`src/rtl/eau_pkg.sv`:
```
package eau_pkg;

  typedef enum logic [3:0] {
    M_DISP    = 4'd0,
    M_REGIND  = 4'd1,
    M_INDEX   = 4'd2,
    M_ABS     = 4'd3,
    M_MEMIND  = 4'd4,
    M_POSTINC = 4'd5,
    M_PREDEC  = 4'd6,
    M_PCREL   = 4'd7,
    M_PCJMP   = 4'd8
  } mode_e;

  typedef enum logic {
    ST_IDLE  = 1'b0,
    ST_FETCH = 1'b1
  } state_e;

endpackage

```
`src/rtl/eau_calc.sv`:
```
module eau_calc #(
  parameter int AW = 32,
  parameter int DW = 16,
  parameter int JW = 26
) (
  input  logic [3:0]    mode,
  input  logic [1:0]    size,
  input  logic [AW-1:0] base,
  input  logic [AW-1:0] index,
  input  logic [AW-1:0] pc,
  input  logic [AW-1:0] imm,
  output logic [AW-1:0] addr,
  output logic [AW-1:0] wb_val,
  output logic          wb_sel,
  output logic          is_indirect
);
  import eau_pkg::*;

  localparam int EXT = AW - DW;
  localparam int HI  = AW - JW;

  function automatic logic [AW-1:0] sext_disp(input logic [AW-1:0] f);
    return {{EXT{f[DW-1]}}, f[DW-1:0]};
  endfunction

  function automatic logic [AW-1:0] step_of(input logic [1:0] s);
    return {{(AW-1){1'b0}}, 1'b1} << s;
  endfunction

  function automatic logic [AW-1:0] jump_join(input logic [AW-1:0] p,
                                              input logic [AW-1:0] f);
    return {p[AW-1:AW-HI], f[JW-1:0]};
  endfunction

  logic [AW-1:0] step;
  logic [AW-1:0] base_up;
  logic [AW-1:0] base_dn;

  assign step    = step_of(size);
  assign base_up = base + step;
  assign base_dn = base - step;

  always_comb begin
    addr        = '0;
    wb_val      = '0;
    wb_sel      = 1'b0;
    is_indirect = 1'b0;
    case (mode)
      M_DISP:    addr = base + sext_disp(imm);
      M_REGIND:  addr = base;
      M_INDEX:   addr = base + index;
      M_ABS:     addr = imm;
      M_MEMIND: begin
        addr        = base;
        is_indirect = 1'b1;
      end
      M_POSTINC: begin
        addr   = base;
        wb_val = base_up;
        wb_sel = 1'b1;
      end
      M_PREDEC: begin
        addr   = base_dn;
        wb_val = base_dn;
        wb_sel = 1'b1;
      end
      M_PCREL:   addr = pc + sext_disp(imm);
      M_PCJMP:   addr = jump_join(pc, imm);
      default:   addr = '0;
    endcase
  end

endmodule

```
`src/rtl/eau_fsm.sv`:
```
module eau_fsm #(
  parameter int AW = 32
) (
  input  logic          clk,
  input  logic          rst_n,
  input  logic          start,
  input  logic [AW-1:0] calc_addr,
  input  logic [AW-1:0] calc_wb,
  input  logic          calc_wb_sel,
  input  logic          calc_indirect,
  input  logic          mem_valid,
  input  logic [AW-1:0] mem_data,
  output logic [AW-1:0] ea,
  output logic          done,
  output logic          wb_en,
  output logic [AW-1:0] wb_data,
  output logic          mem_req,
  output logic [AW-1:0] mem_addr,
  output logic          busy
);
  import eau_pkg::*;

  state_e state_q;

  logic accept;
  logic fetch_ret;

  assign accept    = start && (state_q == ST_IDLE);
  assign fetch_ret = (state_q == ST_FETCH) && mem_valid;
  assign mem_req   = (state_q == ST_FETCH);
  assign busy      = (state_q == ST_FETCH);

  always_ff @(posedge clk) begin
    if (!rst_n) begin
      state_q  <= ST_IDLE;
      done     <= 1'b0;
      wb_en    <= 1'b0;
      ea       <= '0;
      wb_data  <= '0;
      mem_addr <= '0;
    end else begin
      done  <= 1'b0;
      wb_en <= 1'b0;
      if (accept) begin
        if (calc_indirect) begin
          state_q  <= ST_FETCH;
          mem_addr <= calc_addr;
        end else begin
          done    <= 1'b1;
          ea      <= calc_addr;
          wb_en   <= calc_wb_sel;
          wb_data <= calc_wb;
        end
      end else if (fetch_ret) begin
        state_q <= ST_IDLE;
        done    <= 1'b1;
        ea      <= mem_data;
      end
    end
  end

  assert_fetch_hold_R9: assert property (@(posedge clk) disable iff (!rst_n)
    (mem_req && !mem_valid) |=> (mem_req && $stable(mem_addr)));

  assert_fetch_done_R9: assert property (@(posedge clk) disable iff (!rst_n)
    fetch_ret |=> (done && !mem_req && !wb_en && ea == $past(mem_data)));

  assert_wb_with_done_R10: assert property (@(posedge clk) disable iff (!rst_n)
    wb_en |-> done);

  assert_stray_valid_R11: assert property (@(posedge clk) disable iff (!rst_n)
    (mem_valid && !busy && !start) |=> !done);

  assert_busy_start_R11: assert property (@(posedge clk) disable iff (!rst_n)
    (busy && start && !mem_valid) |=> (busy && !done && $stable(mem_addr)));

endmodule

```
`src/rtl/eff_addr_unit.sv`:
```
module eff_addr_unit #(
  parameter int AW = 32,
  parameter int DW = 16,
  parameter int JW = 26
) (
  input  logic          clk,
  input  logic          rst_n,
  input  logic          start,
  input  logic [3:0]    mode,
  input  logic [1:0]    size,
  input  logic [AW-1:0] base,
  input  logic [AW-1:0] index,
  input  logic [AW-1:0] pc,
  input  logic [AW-1:0] imm,
  output logic          mem_req,
  output logic [AW-1:0] mem_addr,
  input  logic          mem_valid,
  input  logic [AW-1:0] mem_data,
  output logic          busy,
  output logic          done,
  output logic [AW-1:0] ea,
  output logic          wb_en,
  output logic [AW-1:0] wb_data
);
  import eau_pkg::*;

  logic [AW-1:0] calc_addr;
  logic [AW-1:0] calc_wb;
  logic          calc_wb_sel;
  logic          calc_indirect;
  logic          take;

  assign take = start && !busy;

  eau_calc #(.AW(AW), .DW(DW), .JW(JW)) u_calc (
    .mode        (mode),
    .size        (size),
    .base        (base),
    .index       (index),
    .pc          (pc),
    .imm         (imm),
    .addr        (calc_addr),
    .wb_val      (calc_wb),
    .wb_sel      (calc_wb_sel),
    .is_indirect (calc_indirect)
  );

  eau_fsm #(.AW(AW)) u_fsm (
    .clk           (clk),
    .rst_n         (rst_n),
    .start         (start),
    .calc_addr     (calc_addr),
    .calc_wb       (calc_wb),
    .calc_wb_sel   (calc_wb_sel),
    .calc_indirect (calc_indirect),
    .mem_valid     (mem_valid),
    .mem_data      (mem_data),
    .ea            (ea),
    .done          (done),
    .wb_en         (wb_en),
    .wb_data       (wb_data),
    .mem_req       (mem_req),
    .mem_addr      (mem_addr),
    .busy          (busy)
  );

  assert_postinc_R4: assert property (@(posedge clk) disable iff (!rst_n)
    (take && mode == M_POSTINC) |=> (done && wb_en && ea == $past(base)));

  assert_predec_R5: assert property (@(posedge clk) disable iff (!rst_n)
    (take && mode == M_PREDEC) |=> (done && wb_en && ea == wb_data));

  assert_single_cycle_R8: assert property (@(posedge clk) disable iff (!rst_n)
    (take && mode != M_MEMIND) |=> done);

  assert_indirect_req_R9: assert property (@(posedge clk) disable iff (!rst_n)
    (take && mode == M_MEMIND) |=> (mem_req && !done && mem_addr == $past(base)));

  assert_undef_R12: assert property (@(posedge clk) disable iff (!rst_n)
    (take && mode > M_PCJMP) |=> (done && !wb_en && ea == '0));

endmodule

```
`config.mk`:
```
export PLATFORM = sky130hd
export DESIGN_NAME = eff_addr_unit
export DESIGN_NICKNAME = d
export VERILOG_FILES = /design/src/rtl/eau_pkg.sv /design/src/rtl/eau_calc.sv /design/src/rtl/eau_fsm.sv /design/src/rtl/eff_addr_unit.sv
export SDC_FILE = /design/constraint.sdc
export NUM_CORES = 1
export LEC_CHECK = 0
export BUFFER_PORTS_ARGS = -buffer_cell sky130_fd_sc_hd__buf_2
export CORE_ASPECT_RATIO = 2
export CORE_UTILIZATION = 30
export DETAILED_ROUTE_END_ITERATION = 16
export SLEW_MARGIN = 0
export SYNTH_ARGS = -nofsm -noshare
export SYNTH_HDL_FRONTEND = slang
export SYNTH_SLANG_ARGS = --single-unit
export TNS_END_PERCENT = 100
```
`constraint.sdc`:
```
create_clock -name clk -period 12.05 [get_ports clk]
set_input_delay 0.6025 -clock clk [delete_from_list [all_inputs] [get_ports clk]]
set_output_delay 0.6025 -clock clk [all_outputs]
set_load 0.01 [all_outputs]
```
# Word-level counts from Yosys, hierarchy flattened
# Cells that the tools add are included.
# op_classes
bitwise,4
addsub,5
reduce_logical,11
shifts,1
muxes,13
eq_ne,10
# op_table
op,n
32-bit case mux with 7 select lines,1
32-bit adder,4
32-bit two-way mux,3
32-bit case mux with 2 select lines,1
1-bit by 2-bit << shifter with 32-bit output (first input constant),1
32-bit subtractor,1
4-bit by 3-bit == test with 1-bit output (second input constant),4
4-bit by 2-bit == test with 1-bit output (second input constant),2
1-bit two-way mux,8
2-bit AND reduction,4
3-bit OR reduction,2
4-bit by 1-bit == test with 1-bit output (second input constant),1
4-bit == test (second input constant),1
4-bit zero test,1
2-bit != test (second input constant),2
1-bit NOT,4
1-bit logical AND,2
2-bit nonzero test,1
2-bit OR reduction,1
# word_totals
wordCells,50
regBits,99
in_bits,170

# Logic depth before layout (Yosys ltp)
# Gate-level depths: netlist of the first run.
# logic_depth
depth_word,5
mapped_depth,18
ltp_nobuf,16

# Modules after synthesis
# A second synthesis of the first run with hierarchy kept.
# hier_totals
cells_unflattened,1428
hier_area_um2,10771.6
# modules_own_cells
module,cells_each,n_inst,seq_area_each_um2,area_each_um2
eau_calc,988,1,0.0,6651.4
eau_fsm,440,1,1981.9,4120.2

# Worst setup path after synthesis of the first run
# OpenSTA, ideal clock, no wires.
# synth_timing
kind,in2reg
startpoint,in mode[2]
endpoint,reg u_fsm.ea[26]
setup_slack_ps,7732
cell_stages,18
t_required_ps,11912
setup_time_ps,138
arrival_time_ps,4180
path_cell_list,clkbuf_1 inv_1 nor2_1 nand3_1 clkbuf_1 mux2_2 ha_1 inv_1 fa_1 nor2b_1 o31a_1 a41oi_2 o21ai_1 a211oi_2 o21ai_0 a31oi_1 nor4b_1 o221ai_1
# synth_between
elab_chain_cells,5
elab_cells_between_ends,16
classes_between,9 x eq/ne; 4 x mux; 3 x reduce/logical
# synth_rtl
element,line,text
"start, declared",eff_addr_unit.sv:9,"input logic [3:0] mode,"
4-bit by 1-bit == test with 1-bit output or 4-bit by 3-bit == test with 1-bit output (tied branches),eau_calc.sv:48,case (mode)
3-bit OR reduction (no line),n/a,
32-bit case mux with 7 select lines,eau_calc.sv:48,
32-bit two-way mux,eau_fsm.sv:45,if (calc_indirect) begin
32-bit two-way mux,eau_fsm.sv:44,if (accept) begin
"end signal, assigned",eau_fsm.sv:50,ea <= calc_addr;
"end signal, assigned",eau_fsm.sv:57,ea <= mem_data;
"end, declared",eau_fsm.sv:13,"output logic [AW-1:0] ea,"
# Parallel ways exist; a longest one is shown, timed or not. The select of a mux whose other input is x is not followed.
# A chain may end at the register's enable or synchronous reset.

# Worst setup path after layout of the first run
# layout_timing
startpoint,in mode[2]
endpoint,reg u_fsm.ea[17]
# The elaborated chain is that of the path after synthesis.

==> results.sh, run 1 <==
export IMPL_outcome="completed"
export IMPL_path_buf_inv=3
export IMPL_end_kind="flop"
export IMPL_yosysMostFrequentCell="a21oi_1"
export IMPL_pwr_share_comb=0.415
export IMPL_power_mw=1.09
export IMPL_dpl_hpwl_mm=38.2
export IMPL_hold_viol=0
export IMPL_synthFlopType="dfxtp_1"
export IMPL_cp_start_kind="primary input"
export IMPL_r2r_cells=9
export IMPL_cts_sinks=99
export IMPL_firstDrtPassIters=7
export IMPL_core_mm2=0.0336
export IMPL_finClkSkew_ps=8.28
export IMPL_finalNetCount=1846
export IMPL_cts_tree="built"
export IMPL_gp_congestion=0.942
export IMPL_p_sw_mw=0.437
export IMPL_worst_pin_slew_ps=1280
export IMPL_grt_usage=0.261
export IMPL_min_to="u_fsm.ea[5]"
export IMPL_htree_levels=3
export IMPL_yosysWarnings=0
export IMPL_fin_ws_ps=7050
export IMPL_timing_rr_start="u_fsm.busy"
export IMPL_grt_pass1_vias=11345
export IMPL_ant_nets=0
export IMPL_clk_root_buffer_cell="clkbuf_16"
export IMPL_floorplan_initialDensity=0.305
export IMPL_post_cts_resized=0
export IMPL_synth_seq_cells=99
export IMPL_max_clock_freq_ghz=0.200
export IMPL_syn_to_final_growth_pct=18.8
export IMPL_grt_pass1_wl_mm=68.8
export IMPL_drt_initial_drc_count=794
export IMPL_die_y_um=263
export IMPL_slowest_delay_ps=1110
export IMPL_period_minus_slack_ps=5000
export IMPL_ir_drop_uv=92.3
export IMPL_synth_common_cells="a21oi_1 (160), nor2_1 (155), nand2_1 (117), o21ai_0 (106), dfxtp_1 (99)"
export IMPL_relSlewSlack=0.124
export IMPL_cp_data_arrival_time_ps=5260
export IMPL_io_pins=270
export IMPL_p_sw_frac=0.400
export IMPL_r2r_slack_ps=9370
export IMPL_synth_area_mm2=0.0102
export IMPL_syn_area_per_cell_um2=7.28
export IMPL_yosys_top_cells_area="dfxtp_1 (19%), ha_1 (9.3%), a21oi_1 (7.8%)"
export IMPL_numCtsBuffers=9
export IMPL_num_rows=95
export IMPL_setup_violations_final=0
export IMPL_min_from="u_fsm.ea[5]"
export IMPL_holdBufCountCts=0
export IMPL_synth_top_cell_by_area="dfxtp_1"
export IMPL_syn_nets=1657
export IMPL_clkTransAtPathRegs_ps=70
export IMPL_routed_wl_mm=46.8
export IMPL_die_x_um=133
export IMPL_reg2reg_to="u_fsm.ea[0]"
export IMPL_wire_per_inst_um=23.0
export IMPL_cp_common_cell="a21oi_1"
export IMPL_holdWs_ps=452
export IMPL_ys_types=83
export IMPL_synthArstFlopShare=0
export IMPL_setup_tns_final_ps=0
export IMPL_synth_edff_count=0
export IMPL_place_ws_ps=6840
export IMPL_leakagePower_nw=5.01
export IMPL_min_path_cells=2
export IMPL_maxCapViolCount=0
export IMPL_drive_gt1_frac=0.232
export IMPL_rsz0062_at_grt="no"
export IMPL_insertion_delay_ps=360
export IMPL_cp_slowest_cell="a2111oi_0"
export IMPL_numPortBuffers=269
export IMPL_worstSetupPathType="primary input to flop"
export IMPL_slew_violations=0
export IMPL_antenna_found_initial=1
export IMPL_detail_route_drc_violations=0
export IMPL_cts_buffer_depth=2
export IMPL_seq_area_frac_synth=0.193
export IMPL_clkPwrFrac=0.260
export IMPL_p_int_mw=0.657
export IMPL_grt_ovfl_total=0
export IMPL_post_cts_setup_buffers=0
export IMPL_worstPathMaxFanout=32
export IMPL_cp_top_family="compound AO/OA/AOI/OAI gates"
export IMPL_routed_via_density=5.81
export IMPL_synth_top_area_share=0.193
export IMPL_path_cells="buf_2, inv_1, nor2_1, nand3_1, buf_4, mux2_2, ha_1, a21oi_1, o21ai_0, a311oi_1, nand2_1, a21oi_1, xnor2_1, a2111oi_0, a21oi_1, a31o_2"
export IMPL_fin_crit_sh=0.415
export IMPL_worstPathRequired_ps=12300
export IMPL_vias=11835
export IMPL_die_area_mm2=0.0350
export IMPL_hold_path_class="flop to flop"
export IMPL_p_seq_frac=0.325
export IMPL_power_density_mw_per_mm2=89.9
export IMPL_grt_max_degree=61
export IMPL_syn_inst=1407
-- metrics by stage --
stage,util,cell area [um2],instances
final,0.362,12200,2038
after global routing,0.362,12200,2038
after CTS,0.362,12200,2037
after detailed placement,0.354,11900,2021
after global placement,0.354,11900,2021
after floorplan,-,10200,1407
-- kinds of logic (layout without fill, tap and decap cells) --
kind of cell | count (synthesis) | in the layout | synth area share
buf+inv | 136 | 330 | 0.0530
flops | 99 | 99 | 0.193
fa+ha+maj | 80 | 80 | 0.101
xor+xnor | 75 | 75 | 0.0641
mux | 42 | 42 | 0.0448
compound gates | 517 | 517 | 0.332
simple gates | 458 | 458 | 0.212
other cells | 0 | 1 | 0
-- flip-flops by register name, summed over array words and instances, names as in the netlist --
name,count
u_fsm.busy,1
u_fsm.ea,32
u_fsm.wb_en,1
u_fsm.wb_data,32
u_fsm.mem_addr,32
u_fsm.done,1
-- how the worst max path moves through the flow --
stage / from / endpoint / slack, ps / depth (start not counted)
4_1_cts: mode[2] / u_fsm.ea[26] / 7190 / 18
3_5_place_dp: mode[2] / u_fsm.ea[26] / 6840 / 18
2_1_floorplan: mode[2] / u_fsm.ea[26] / 7730 / 18
3_3_place_gp: mode[2] / u_fsm.ea[26] / 6940 / 18
6_report: mode[2] / u_fsm.ea[17] / 7050 / 16
5_1_grt: mode[2] / u_fsm.ea[17] / 6800 / 16
-- layout make-up --
class	instances	area, um2
Inverter	28	105
Multi-Input combinational cell	1172	7780
Clock buffer	11	243
Tap cell	436	546
Clock inverter	5	38.8
Fill cell	3630	21500
Sequential cell	99	1980
Antenna cell	1	2.50
Timing Repair Buffer	286	1470
-- tightest hold or removal path, stage by stage (launching register included) --
cell	delay [ps]
dfxtp_1	310
nand2_1	50
a21oi_1	50
-- power by group through the flow --
stage | clock network [mW] | registers [mW] | logic, mW
after floorplan | 0 | 0.368 | 0.274
after global placement | 0 | 0.363 | 0.446
after detailed placement | 0 | 0.363 | 0.447
after CTS | 0.289 | 0.355 | 0.449
after global routing | 0.303 | 0.357 | 0.490
final | 0.285 | 0.355 | 0.454
-- per-layer routing --
layer  vias up  track usage  part of all wire
met5         -            0                 0
met4         0        0.177             0.069
met3       127       0.0252             0.046
met2       461        0.466              0.51
met1      5595        0.288              0.38
li1       5652            -                 -
-- cells in the final DEF (no fill, tap or decap), types with 7 or more instances in the layout --
cell type / Yosys / routed
clkbuf_16: 0 / 9
o221ai_1: 13 / 13
a221o_1: 11 / 11
a221oi_1: 18 / 18
a2111oi_0: 7 / 7
xor2_1: 27 / 27
nor4_1: 7 / 7
nand4_1: 19 / 19
a21o_1: 15 / 15
nor2_1: 155 / 152
buf_4: 2 / 17
nor3_1: 30 / 28
and3_1: 8 / 8
a22oi_1: 7 / 7
buf_2: 13 / 269
or3_1: 15 / 15
inv_1: 27 / 27
ha_1: 76 / 76
xnor2_1: 48 / 48
mux2i_1: 11 / 11
nand2_1: 117 / 117
o211ai_1: 30 / 30
a31oi_1: 18 / 18
o21a_1: 10 / 10
mux2_2: 31 / 31
a21oi_1: 160 / 157
nand2b_1: 11 / 11
o21ai_0: 106 / 106
nand3_1: 46 / 46
o21bai_1: 9 / 9
a211oi_1: 42 / 42
dfxtp_1: 99 / 99
Note: power is estimated with default switching activity, not from simulation.
==> run 2, diff against run 1 <==
--- a/config.mk
+++ b/config.mk
@@ -5,6 +5,7 @@
 export SDC_FILE = /design/constraint.sdc
 export NUM_CORES = 1
 export LEC_CHECK = 0
+export ABC_AREA = 1
 export BUFFER_PORTS_ARGS = -buffer_cell sky130_fd_sc_hd__buf_2
 export CORE_ASPECT_RATIO = 2
 export CORE_UTILIZATION = 30
==> constraint.sdc (replaced) <==
create_clock -name clk -period 4.55 [get_ports clk]
set_input_delay 0.2275 -clock clk [delete_from_list [all_inputs] [get_ports clk]]
set_output_delay 0.2275 -clock clk [all_outputs]
set_load 0.01 [all_outputs]
==> results.sh, run 2 <==
export IMPL_outcome="completed"
export IMPL_period_minus_slack_ps=3500
export IMPL_yosysWarnings=0
export IMPL_synthArstFlopShare=0
export IMPL_worstPathRequired_ps=4770
export IMPL_clk_root_buffer_cell="clkbuf_16"
export IMPL_synth_common_cells="nand2_1 (682), inv_1 (339), nor2_1 (279), nand3_1 (193), a21oi_1 (139)"
export IMPL_largestRegisters="u_fsm.ea: 32 flops, u_fsm.mem_addr: 32 flops, u_fsm.wb_data: 32 flops"
export IMPL_r2r_slack_ps=1600
export IMPL_syn_nets=2485
export IMPL_crit_end="u_fsm.ea[14]"
export IMPL_cts_tree="built"
export IMPL_max_clock_freq_ghz=0.285
export IMPL_leakagePower_nw=7.65
export IMPL_drive_gt1_frac=0.151
export IMPL_drt_initial_drc_count=1037
export IMPL_fin_crit_sh=0.770
export IMPL_grt_max_degree=68
export IMPL_yosys_top_cells_area="nand2_1 (21%), dfxtp_1 (16%), inv_1 (10%)"
export IMPL_p_int_mw=1.72
export IMPL_hold_viol=0
export IMPL_p_seq_frac=0.301
export IMPL_post_cts_resized=0
export IMPL_syn_to_final_growth_pct=17.6
export IMPL_dpl_hpwl_mm=56.1
export IMPL_insertion_delay_ps=390
export IMPL_relSlewSlack=0.139
export IMPL_yosysMostFrequentCell="nand2_1"
export IMPL_r2r_cells=9
export IMPL_power_density_mw_per_mm2=221
export IMPL_holdBufCountCts=0
export IMPL_cts_buffer_depth=2
export IMPL_setup_tns_final_ps=0
export IMPL_finalNetCount=2714
export IMPL_numCtsBuffers=9
export IMPL_ant_nets=0
export IMPL_die_area_mm2=0.0414
export IMPL_die_y_um=287
export IMPL_synth_area_mm2=0.0122
export IMPL_htree_levels=3
export IMPL_synthFlopType="dfxtp_1"
export IMPL_synth_top_area_share=0.210
export IMPL_synth_edff_count=0
export IMPL_finClkSkew_ps=14.6
export IMPL_gp_congestion=1.05
export IMPL_end_kind="flop"
export IMPL_detail_route_drc_violations=0
export IMPL_dp_cells=2983
export IMPL_die_x_um=144
export IMPL_worst_pin_slew_ps=1290
export IMPL_final_cell_mix="nand2_1 (682), inv_1 (339), nor2_1 (277)"
export IMPL_timing_rr_start="u_fsm.busy"
export IMPL_grt_usage=0.323
export IMPL_syn_inst=2235
export IMPL_setup_violations_final=0
export IMPL_worstSetupPathType="primary input to flop"
export IMPL_io_pins=270
export IMPL_num_rows=104
export IMPL_wire_per_inst_um=22.1
export IMPL_power_mw=3.15
export IMPL_clkTransAtPathRegs_ps=90
export IMPL_floorplan_initialDensity=0.303
export IMPL_p_sw_frac=0.455
export IMPL_maxCapViolCount=0
export IMPL_ir_drop_uv=172
export IMPL_grt_ovfl_total=0
export IMPL_cp_start_kind="primary input"
export IMPL_routed_via_density=5.29
export IMPL_p_sw_mw=1.44
export IMPL_grt_pass1_vias=15662
export IMPL_fillers=4683
export IMPL_final_common_cell="nand2_1"
export IMPL_firstDrtPassIters=5
export IMPL_core_mm2=0.0401
export IMPL_layout_cells_non_filler=3001
export IMPL_synth_top_cell_by_area="nand2_1"
export IMPL_worstPathMaxFanout=31
export IMPL_grt_pass1_wl_mm=95.2
export IMPL_post_route_util=0.357
export IMPL_seq_area_frac_synth=0.163
export IMPL_antenna_found_initial=2
export IMPL_multiInputGateArea_mm2=0.00858
export IMPL_post_cts_setup_buffers=0
export IMPL_ys_types=48
export IMPL_vias=15865
export IMPL_cts_sinks=99
export IMPL_pwr_share_comb=0.437
export IMPL_rsz0062_at_grt="no"
export IMPL_syn_area_per_cell_um2=5.44
export IMPL_reg2reg_to="u_fsm.ea[25]"
export IMPL_hold_path_class="primary input to flop"
export IMPL_slew_violations=0
export IMPL_cp_startpoint="mode[0]"
export IMPL_seqCellArea_mm2=0.00198
export IMPL_routed_wl_mm=66.4
export IMPL_synth_seq_cells=99
export IMPL_numPortBuffers=269
export IMPL_cp_data_arrival_time_ps=3730
export IMPL_clkPwrFrac=0.262
-- run 2: changes by cell type in the layout (fill, tap and decap cells not counted), moves of 16 or more --
cell | previous run | this run
nor2_1 | 152 | 277
nand4_1 | 19 | 45
a21oi_1 | 157 | 139
mux2_2 | 31 | 2
a211oi_1 | 42 | 0
xor2_1 | 27 | 2
nand2_1 | 117 | 682
inv_1 | 27 | 339
a221oi_1 | 18 | 2
xnor2_1 | 48 | 2
nand3_1 | 46 | 193
-- run 2: worst max-delay path, cell delays in order --
cell and delay (ps):
buf_2 120, nand2_1 110, inv_1 60, nand2_2 530, buf_4 290, nor2_1 50, a21oi_1 170, ha_1 290
nand2_1 100, inv_1 60, nand2_1 60, nand2_1 80, a21oi_1 120, nand2_1 190, o21ai_0 500, nand3b_1 380
o21ai_1 240, a21oi_1 80
-- run 2: final cells by class --
class                           instances  area share
Antenna cell                            2    0.000350
Clock buffer                            9      0.0158
Clock inverter                          7     0.00473
Inverter                              352      0.0924
Multi-Input combinational cell       1719       0.600
Sequential cell                        99       0.139
Tap cell                              530      0.0464
Timing Repair Buffer                  283       0.102
-- run 2: layer usage --
metal / part of all wire / track usage
met5: 0 / 0
met1: 0.33 / 0.307
met2: 0.51 / 0.582
met4: 0.12 / 0.329
met3: 0.049 / 0.0310
-- run 2: how the worst min path moves through the flow --
| stage | start | endpoint | slack, ps | cells past startpoint |
|---|---|---|---|---|
| floorplan | rst_n | u_fsm.ea[3] | 420 | 2 |
| global placement | u_fsm.ea[26] | u_fsm.ea[26] | 450 | 2 |
| detailed placement | u_fsm.ea[22] | u_fsm.ea[22] | 460 | 2 |
| CTS | mem_data[2] | u_fsm.ea[2] | 120 | 3 |
| global route | mem_data[1] | u_fsm.ea[1] | 130 | 3 |
| finish | mem_data[2] | u_fsm.ea[2] | 130 | 3 |
-- run 2: power by group through the flow --
stage / combinational, mW / sequential (mW) / clock [mW]
after floorplan: 0.789 / 0.978 / 0
after global placement: 1.35 / 0.967 / 0
after detailed placement: 1.35 / 0.968 / 0
after CTS: 1.36 / 0.948 / 0.829
after global routing: 1.50 / 0.952 / 0.852
final: 1.38 / 0.949 / 0.827
-- run 2: kinds of logic after synthesis --
kind of cell / count (synthesis) / share of synthesized area
compound gates: 335 / 0.158
xor+xnor: 4 / 0.00288
fa+ha+maj: 80 / 0.0848
buf+inv: 417 / 0.133
flops: 99 / 0.163
mux: 2 / 0.00185
simple gates: 1298 / 0.456
-- run 2: through the flow --
step | setup WS, ps | hold slack (ps) | cell area (um2)
after floorplan | 1790 | 421 | 12200
after global placement | 689 | 451 | 14000
after detailed placement | 665 | 456 | 14000
after CTS | 1060 | 115 | 14300
after global routing | 804 | 134 | 14300
final | 1050 | 128 | 14300
